$ cat config.mk
export PLATFORM = sky130hd
export DESIGN_NAME = pp_capture_ring
export DESIGN_NICKNAME = d
export VERILOG_FILES = /design/src/rtl/pp_ring_pkg.sv /design/src/rtl/pp_cap_banks.sv /design/src/rtl/pp_blk_mover.sv /design/src/rtl/pp_iq_hook.sv /design/src/rtl/pp_play_ring.sv /design/src/rtl/pp_capture_ring.sv
export SDC_FILE = /design/constraint.sdc
export NUM_CORES = 2
export LEC_CHECK = 0
export BUFFER_PORTS_ARGS = -buffer_cell sky130_fd_sc_hd__buf_2
export CAP_MARGIN = 20
export CORE_MARGIN = 2
export CORE_UTILIZATION = 30
export DETAILED_ROUTE_END_ITERATION = 7
export HOLD_SLACK_MARGIN = 0.12
export PLACE_DENSITY = 0.42
export RECOVER_POWER = 100
export SYNTH_ARGS = -nofsm -noshare
export SYNTH_HDL_FRONTEND = slang
export SYNTH_SLANG_ARGS = --single-unit
$ cat constraint.sdc
create_clock -name clk -period 10.66 [get_ports clk]
set_input_delay 2.132 -clock clk [delete_from_list [all_inputs] [get_ports clk]]
set_output_delay 2.132 -clock clk [all_outputs]
set_load 0.05 [all_outputs]
$ cat src/rtl/pp_ring_pkg.sv
package pp_ring_pkg;

  typedef struct packed {
    logic [15:0] q;
    logic [15:0] i;
  } iq_pair_t;

endpackage

$ cat src/rtl/pp_cap_banks.sv
module pp_cap_banks
  import pp_ring_pkg::*;
#(
  parameter int BLOCK_WORDS = 32
) (
  input  logic clk,
  input  logic rst_n,
  input  logic run,
  input  logic in_valid,
  input  logic [15:0] in_data,
  output logic in_ready,
  output logic half_ready,
  output logic half_sel,
  input  logic rd_half,
  input  logic [$clog2(BLOCK_WORDS/2)-1:0] rd_pair,
  output iq_pair_t rd_word
);
  localparam int DEPTH = 2 * BLOCK_WORDS;
  localparam int AW    = $clog2(DEPTH);

  logic [AW-1:0] wr_ptr;
  logic          take;
  logic [15:0]   bank_i [2];
  logic [15:0]   bank_q [2];

  assign in_ready = run;
  assign take     = in_valid && run;

  always_ff @(posedge clk) begin
    if (!rst_n || !run) begin
      wr_ptr     <= '0;
      half_ready <= 1'b0;
      half_sel   <= 1'b0;
    end else begin
      half_ready <= take && (wr_ptr[AW-2:0] == '1);
      if (take && (wr_ptr[AW-2:0] == '1)) half_sel <= wr_ptr[AW-1];
      if (take) wr_ptr <= wr_ptr + 1'b1;
    end
  end

  for (genvar h = 0; h < 2; h++) begin : g_bank
    logic [15:0] mem [BLOCK_WORDS];
    always_ff @(posedge clk) begin
      if (take && (wr_ptr[AW-1] == 1'(h))) mem[wr_ptr[AW-2:0]] <= in_data;
    end
    assign bank_i[h] = mem[{rd_pair, 1'b0}];
    assign bank_q[h] = mem[{rd_pair, 1'b1}];
  end

  always_comb begin
    rd_word.i = rd_half ? bank_i[1] : bank_i[0];
    rd_word.q = rd_half ? bank_q[1] : bank_q[0];
  end
endmodule

$ cat src/rtl/pp_blk_mover.sv
module pp_blk_mover
  import pp_ring_pkg::*;
#(
  parameter int BLOCK_WORDS = 32,
  parameter int SLOTS       = 4
) (
  input  logic clk,
  input  logic rst_n,
  input  logic run,
  input  logic half_ready,
  input  logic half_sel,
  input  logic collide,
  output logic src_half,
  output logic [$clog2(BLOCK_WORDS/2)-1:0] src_pair,
  output logic mv_valid,
  output logic mv_last,
  output logic [$clog2(SLOTS)+$clog2(BLOCK_WORDS/2)-1:0] mv_addr,
  output logic flush
);
  localparam int PAIRS = BLOCK_WORDS / 2;
  localparam int PW    = $clog2(PAIRS);
  localparam int SW    = $clog2(SLOTS);

  logic          busy;
  logic [PW-1:0] pair_cnt;
  logic          half_r;
  logic [SW-1:0] slot;
  logic          at_end;

  assign at_end   = (pair_cnt == PW'(PAIRS - 1));
  assign src_half = half_r;
  assign src_pair = pair_cnt;
  assign mv_valid = busy;
  assign mv_last  = busy && at_end;
  assign mv_addr  = {slot, pair_cnt};

  always_ff @(posedge clk) begin
    if (!rst_n || !run) begin
      busy     <= 1'b0;
      pair_cnt <= '0;
      half_r   <= 1'b0;
      slot     <= '0;
      flush    <= 1'b0;
    end else begin
      flush <= 1'b0;
      if (busy) begin
        pair_cnt <= pair_cnt + 1'b1;
        if (at_end) begin
          busy <= 1'b0;
          slot <= slot + 1'b1;
        end
      end
      if (half_ready) begin
        busy     <= 1'b1;
        pair_cnt <= '0;
        half_r   <= half_sel;
        flush    <= collide;
        if (collide) slot <= '0;
      end
    end
  end
endmodule

$ cat src/rtl/pp_iq_hook.sv
module pp_iq_hook
  import pp_ring_pkg::*;
#(
  parameter int AW     = 6,
  parameter int STAGES = 1
) (
  input  logic clk,
  input  logic rst_n,
  input  logic run,
  input  logic in_v,
  input  logic in_last,
  input  logic [AW-1:0] in_addr,
  input  iq_pair_t in_data,
  output logic out_v,
  output logic out_last,
  output logic [AW-1:0] out_addr,
  output iq_pair_t out_data
);
  localparam int W = 2 + AW + 32;

  logic [W-1:0] head;
  logic [W-1:0] tail;

  assign head = {in_v, in_last, in_addr, in_data};

  if (STAGES == 0) begin : g_wire
    assign tail = head;
  end else begin : g_pipe
    logic [W-1:0] stage [STAGES];
    for (genvar s = 0; s < STAGES; s++) begin : g_st
      always_ff @(posedge clk) begin
        if (!rst_n || !run) stage[s] <= '0;
        else if (s == 0)    stage[s] <= head;
        else                stage[s] <= stage[(s == 0) ? 0 : s - 1];
      end
    end
    assign tail = stage[STAGES-1];
  end

  assign {out_v, out_last, out_addr, out_data} = tail;
endmodule

$ cat src/rtl/pp_play_ring.sv
module pp_play_ring
  import pp_ring_pkg::*;
#(
  parameter int BLOCK_WORDS = 32,
  parameter int SLOTS       = 4
) (
  input  logic clk,
  input  logic rst_n,
  input  logic run,
  input  logic wr_en,
  input  logic wr_last,
  input  logic [$clog2(SLOTS)+$clog2(BLOCK_WORDS/2)-1:0] wr_addr,
  input  iq_pair_t wr_data,
  input  logic flush,
  input  logic out_ready,
  output logic out_valid,
  output iq_pair_t out_data,
  output logic playing,
  output logic collide
);
  localparam int PAIRS = BLOCK_WORDS / 2;
  localparam int PW    = $clog2(PAIRS);
  localparam int RAW   = $clog2(SLOTS) + PW;
  localparam int DEPTH = SLOTS * PAIRS;
  localparam int OW    = $clog2(SLOTS + 1);

  iq_pair_t       mem [DEPTH];
  logic [RAW-1:0] rd_ptr;
  logic [OW-1:0]  occ;
  logic           fire, consumed, added;

  assign out_valid = run && playing && (occ != '0);
  assign out_data  = mem[rd_ptr];
  assign fire      = out_valid && out_ready;
  assign consumed  = fire && (rd_ptr[PW-1:0] == '1);
  assign added     = wr_en && wr_last;
  assign collide   = playing && (occ == OW'(SLOTS));

  always_ff @(posedge clk) begin
    if (wr_en) mem[wr_addr] <= wr_data;
  end

  always_ff @(posedge clk) begin
    if (!rst_n || !run || flush) begin
      rd_ptr  <= '0;
      occ     <= '0;
      playing <= 1'b0;
    end else begin
      occ <= occ + OW'(added) - OW'(consumed);
      if (fire) rd_ptr <= rd_ptr + 1'b1;
      if (!playing && added && (occ == OW'(SLOTS - 1))) playing <= 1'b1;
    end
  end
endmodule

$ cat src/rtl/pp_capture_ring.sv
module pp_capture_ring
  import pp_ring_pkg::*;
#(
  parameter int BLOCK_WORDS = 32,
  parameter int SLOTS       = 4,
  parameter int HOOK_STAGES = 1
) (
  input  logic        clk,
  input  logic        rst_n,
  input  logic        run,
  input  logic        in_valid,
  output logic        in_ready,
  input  logic [15:0] in_data,
  output logic        out_valid,
  input  logic        out_ready,
  output logic [15:0] out_i,
  output logic [15:0] out_q,
  output logic        half_ready,
  output logic        half_sel,
  output logic        playing,
  output logic        restart
);
  localparam int PW  = $clog2(BLOCK_WORDS / 2);
  localparam int RAW = $clog2(SLOTS) + PW;

  logic           src_half;
  logic [PW-1:0]  src_pair;
  iq_pair_t       src_word;
  logic           mv_valid, mv_last;
  logic [RAW-1:0] mv_addr;
  logic           hk_valid, hk_last;
  logic [RAW-1:0] hk_addr;
  iq_pair_t       hk_data;
  logic           collide;
  iq_pair_t       play_word;

  pp_cap_banks #(.BLOCK_WORDS(BLOCK_WORDS)) u_cap (
    .clk(clk), .rst_n(rst_n), .run(run),
    .in_valid(in_valid), .in_data(in_data), .in_ready(in_ready),
    .half_ready(half_ready), .half_sel(half_sel),
    .rd_half(src_half), .rd_pair(src_pair), .rd_word(src_word)
  );

  pp_blk_mover #(.BLOCK_WORDS(BLOCK_WORDS), .SLOTS(SLOTS)) u_mover (
    .clk(clk), .rst_n(rst_n), .run(run),
    .half_ready(half_ready), .half_sel(half_sel), .collide(collide),
    .src_half(src_half), .src_pair(src_pair),
    .mv_valid(mv_valid), .mv_last(mv_last), .mv_addr(mv_addr),
    .flush(restart)
  );

  pp_iq_hook #(.AW(RAW), .STAGES(HOOK_STAGES)) u_hook (
    .clk(clk), .rst_n(rst_n), .run(run),
    .in_v(mv_valid), .in_last(mv_last), .in_addr(mv_addr), .in_data(src_word),
    .out_v(hk_valid), .out_last(hk_last), .out_addr(hk_addr), .out_data(hk_data)
  );

  pp_play_ring #(.BLOCK_WORDS(BLOCK_WORDS), .SLOTS(SLOTS)) u_ring (
    .clk(clk), .rst_n(rst_n), .run(run),
    .wr_en(hk_valid), .wr_last(hk_last), .wr_addr(hk_addr), .wr_data(hk_data),
    .flush(restart), .out_ready(out_ready),
    .out_valid(out_valid), .out_data(play_word),
    .playing(playing), .collide(collide)
  );

  assign out_i = play_word.i;
  assign out_q = play_word.q;
endmodule

; Word-level counts from Yosys, hierarchy flattened
; Memory sizes are Yosys's and may differ from the RTL's. A register that Yosys moved wholly into a read port is not among the register bits.
; Cells that the tools add are included.
[word_totals]
regBits = 27
mem_bits_rw = 3112
in_bits = 21
out_inout_bits = 38
elab_cells = 80
n_memories = 4
[mem_list]
columns = memory, words, word_bits, read_ports, rd_ports_with_merged_regs, wr, line_no
row1 = u_ring.mem, 64, 32, 1, 1, 1, pp_play_ring.sv:27  ; iq_pair_t mem [DEPTH];
row2 = u_cap.g_bank[0].mem, 32, 16, 2, 2, 1, pp_cap_banks.sv:42  ; logic [15:0] mem [BLOCK_WORDS];
row3 = u_cap.g_bank[1].mem, 32, 16, 2, 2, 1, pp_cap_banks.sv:42
row4 = u_hook.g_pipe.stage, 1, 40, 1, 0, 1, pp_iq_hook.sv:29  ; logic [W-1:0] stage [STAGES];
[classes]
add_sub_neg = 6
eq_ne = 5
n_mux = 30
bitwise_logic = 2
n_reduce_logical = 22
[ops]
columns = operator, n
row1 = 2-to-1 mux 40 bit, 1
row2 = 2-to-1 mux 5 bit, 8
row3 = OR reduction 40 bit, 1
row4 = 2-to-1 mux 16 bit, 2
row5 = logical AND 1 bit, 13
row6 = 2-to-1 mux 1 bit, 13
row7 = adder 6 x 1 -> 6 bit (second input constant), 2
row8 = 2-to-1 mux 6 bit, 2
row9 = == test 4 bit (second input constant), 2
row10 = 2-to-1 mux 2 bit, 4
row11 = == test 5 bit (second input constant), 1
row12 = adder 4 x 1 -> 4 bit (second input constant), 1
row13 = OR reduction 2 bit, 2
row14 = adder 3 x 1 -> 3 bit, 1
row15 = == test 3 x 2 -> 1 bit (second input constant), 1
row16 = == test 3 bit (second input constant), 1
row17 = zero test 1 bit, 3
row18 = nonzero test 3 bit, 1
row19 = subtractor 3 x 1 -> 3 bit, 1
row20 = adder 2 x 1 -> 2 bit (second input constant), 1
row21 = logical OR 1 bit, 2
row22 = NOT 1 bit, 2

; Depth between registers and ports, before layout
[depth]
depth_word = 5
mapped_depth = 10
depth_no_buf = 9

; Cells and area by module
; Synthesis repeated with hierarchy kept, for this count alone.
[unflattened]
cells_unflattened = 5908
hier_area_um2 = 120814.6
[modules_own_cells]
columns = module, instances, cells_per_inst, area_per_inst_um2, seq_area_each_um2
row1 = pp_play_ring, 1, 3464, 78861.9, 61819.3
row2 = pp_cap_banks, 1, 2316, 40421.3, 30909.6
row3 = pp_iq_hook, 1, 88, 1141.1, 800.8
row4 = pp_blk_mover, 1, 40, 390.4, 180.2

; Least setup slack after synthesis
; No wires, ideal clock.
[synth_path]
path_kind = input to output
from = input port run
to = output port out_valid
t_arrival_ns = 2.874
required_ns = 8.528
path_slack_ns = 5.654
path_stages = 2
path_cell_list = nand2_1 nor2_1
[synth_between]
elab_chain_len = 2
[synth_lines]
columns = item, line_no
row1 = start: declaration, pp_capture_ring.sv:10  ; input logic run,
row2 = logical AND 1 bit (2 in series), pp_play_ring.sv:32  ; assign out_valid = run && playing && (occ != '0);
row3 = end: declaration, pp_capture_ring.sv:14  ; output logic out_valid,
; No other way between the ends.

==> summary.md <==
| Metric | Value |
|---|---|
| Initial Utilization | `30.1%` |
| Comb power frac | `0.8%` |
| CP max-delay cell | `clkbuf_1` |
| Post-CTS setup buffers | `0` |
| Top-count cell post-synth | `edfxtp_1` |
| Starting DRT DRC Count | `5,663` |
| Fin util | `34.7%` |
| CTS root buf | `clkbuf_16` |
| Initial antenna violation count | `18` |
| FFs w/ async S/R, synth | `0%` |
| Slew HR | `-174%` |
| Top cell type's share of synthesized area | `77.5%` |
| RSZ-0062 raised after global routing | `no` |
| Layout cells sized above 1 | `26.3%` |
| Num CTS Buffers | `352` |
| Site row count | `231` |
| Failing checks | `max-capacitance violations, max-slew violations` |
| First-pass GRT wire length | `476 mm` |
| Data arrival, critical path | `6.71 ns` |
| Status | `complete, but fails checks` |
| Worst-path clk slew | `0.06 ns` |
| CP Cell Sequence | `buf_12, clkbuf_1, or3_1, o221ai_1, a21oi_1, a21oi_1, a221oi_1, buf_2` |
| Tcrit/Tclk final | `83.0%` |
| CTS tree | `built` |
| Count of warnings emitted by yosys | `0` |
| Slew @ Worst Pin | `4.11 ns` |
| Max_cap viols | `180` |
| DRC | `0` |
| Vias in the first global route | `57,598` |
| Routed wire length | `345 mm` |
| Post-synth top area cell | `edfxtp_1` |
| Total global-route track usage | `17.0%` |
| Synth-to-Final Area Change | `15.1%` |
| Drt pass-1 iters | `6` |
| GPL Wtd Cong | `0.744` |
| # IOs | `59` |
| Post-synthesis sequential area ratio | `78.8%` |
| Switching Share | `20.1%` |
| Final count of hold timing violations | `0` |
| Ys flop type | `edfxtp_1` |
| CP peak stage delay | `2.29 ns` |
| Final count of negative-setup-slack endpoints | `0` |
| Syn nets | `5,114` |
| WL per Instance | `31.5 um` |
| Routed via count | `55,304` |
| CTS Hold Bufs | `0` |
| Post-CTS sizing | `0` |
| Syn avg cell area | `23.4 sq um` |
| WP buf/inv | `3` |
| CTS sink count | `3,149` |
| Core area | `396,000 sq um` |
| EDFF count, synth | `3,072` |
| Clk_lat worst skew | `0.95 ns` |
| CTS H-tree depth | `5` |
| Via density | `5.04` |
| Crit path kind | `reg2out` |
| Mapped cell area | `119,000 sq um` |
| Synth cell types | `49` |
| CP Data Required Time | `8.53 ns` |
| Pwr Density | `186 nW/um^2` |
| Top delay family on crit path | `buffers and inverters` |
| Largest cells by area after synthesis | `edfxtp_1 77%, mux4_2 15%, dfxtp_1 1.3%` |
| Crit. End Element | `primary output` |
| P_int | `20,300 uW` |
| Clock Skew | `0.0485 ns` |
| Setup TNS | `0 ns` |
| Hold/Removal Path Class | `reg2reg` |
| Die width | `634 um` |
| Final Max Tran Viols | `5,931` |
| Clock Path Buffers | `4` |
| Fill cells | `36,657` |
| Net Switching | `5130 uW` |
| VDD IR max | `0.141 mV` |
| Clk pwr share | `46.0%` |
| Post-DP HPWL | `181 mm` |
| Die Height | `634 um` |
| Largest net degree at the start of global routing | `124` |
| Achievable Freq | `113 MHz` |
| Fin nets | `5,465` |
| CP max FO | `98` |
| Post-Synthesis Cells | `5,083` |
| Number of port buffers | `58` |
| Crit-path most repeated cell | `a21oi_1` |
| Yosys reg bits | `3,149` |
| Synth top cells by count | `3,072 x edfxtp_1, 816 x mux4_2, 191 x nor2_1` |
| Remaining Overflow, GRT | `0` |
| Startpoint type of the worst setup path | `register` |
| Seq pwr share | `53.2%` |
| Min Tclk post-route | `8.85 ns` |
| Lkg Pwr | `0.0398 uW` |
| Die area | `402,000 sq um` |
| ANT nets after route | `0` |
## through the flow
step,instance area (sq um),setup slack (ns),hold WS (ns),cells,power (uW)
2_1_floorplan,119000,5.65,0.456,5083,13900
3_3_place_gp,127000,3.99,0.471,10314,14000
3_5_place_dp,127000,4.03,0.492,10316,14000
4_1_cts,138000,3.02,0.499,10960,25800
5_1_grt,137000,1.52,0.516,10967,26200
6_report,137000,1.81,0.495,10976,25500
## power by group through the flow
stage,Clock [uW],Sequential [uW],Combinational (uW)
floorplan,0,13800,19.4
global placement,0,13800,195
detailed placement,0,13800,208
CTS,12000,13500,208
global route,12500,13600,216
finish,11700,13600,198
## placed cells by master, fill, tap and decap left out, types with 21 or more instances in the layout
cell type,count
mux2i_1,89
o221ai_1,21
buf_2,28
a22oi_1,24
nor2_1,102
nor2_2,51
dfxtp_1,56
nor2_4,38
edfxtp_1,3072
o22ai_1,74
nand3_1,27
buf_4,38
nand2_1,45
mux4_2,816
clkinv_1,67
clkbuf_1,304
a221oi_1,64
a22o_1,72
a21oi_1,44
clkinv_2,56
clkbuf_16,360
## area by class of cell
class | instances | area, sq um | share of cell area [%]
repair buffers | 278 | 1390 | 1.02
well taps | 5242 | 6560 | 4.78
multi-input cells | 1643 | 24300 | 17.7
clock inverters | 169 | 1460 | 1.07
diodes | 10 | 25.0 | 0.0182
flip-flops and latches | 3149 | 93800 | 68.4
clock buffers | 475 | 9550 | 6.96
inverters | 10 | 37.5 | 0.0274
## final timing paths
kind                                                            start  slack, ns  depth (start not counted)                           end
worst min register to register            u_cap.half_sel$_SDFFE_PP0P_       0.49                          2   u_cap.half_sel$_SDFFE_PP0P_
worst max-delay path                                         register       1.81                          8                      out_q[1]
worst max register to register  u_hook.g_pipe.stage[0][32]$_SDFF_PP0_       4.92                          4  u_ring.mem[27][22]$_DFFE_PP_
worst min-delay path                      u_cap.half_sel$_SDFFE_PP0P_       0.49                          2   u_cap.half_sel$_SDFFE_PP0P_
## tightest hold or removal path, stage by stage, from the launching register on
cell and delay [ns]:
dfxtp_1 0.33, nand2_1 0.06, a21oi_1 0.06
## state kept, by name, indices dropped and copies added (netlist names), named ones only
register             flops
u_cap.half_ready         1
u_ring.mem            2048
u_cap.g_bank.mem      1024
u_hook.g_pipe.stage     40
u_ring.occ               3
u_ring.rd_ptr            6
u_mover.src_pair         4
u_mover.flush            1
u_ring.playing           1
u_cap.wr_ptr             6
u_mover.slot             2
u_mover.mv_valid         1
u_cap.half_sel           1
u_mover.src_half         1
## routing by layer
metal / vias up / global-route usage (%) / part of all wire, %
li1: 22596 / - / -
met1: 30793 / 23.1 / 43
met2: 1468 / 28.8 / 50
met3: 443 / 2.18 / 4.6
met4: 4 / 4.01 / 2.4
met5: - / 0 / 0.0081
## kinds of logic (layout without fill, tap and decap cells)
logic type                 Yosys count  after routing  share of synthesized area, %
AOI/OAI and AO/OA                  329            329                          2.06
buffers and inverters              291            932                          1.25
and+or+nand+nor                    372            372                          1.43
other                                0             10                             0
DFF                               3149           3149                          78.8
xor gates and xnor gates            15             15                         0.110
adders and majority gates           10             10                         0.111
muxes                              917            917                          16.3
(Power assumes the default switching activity.)
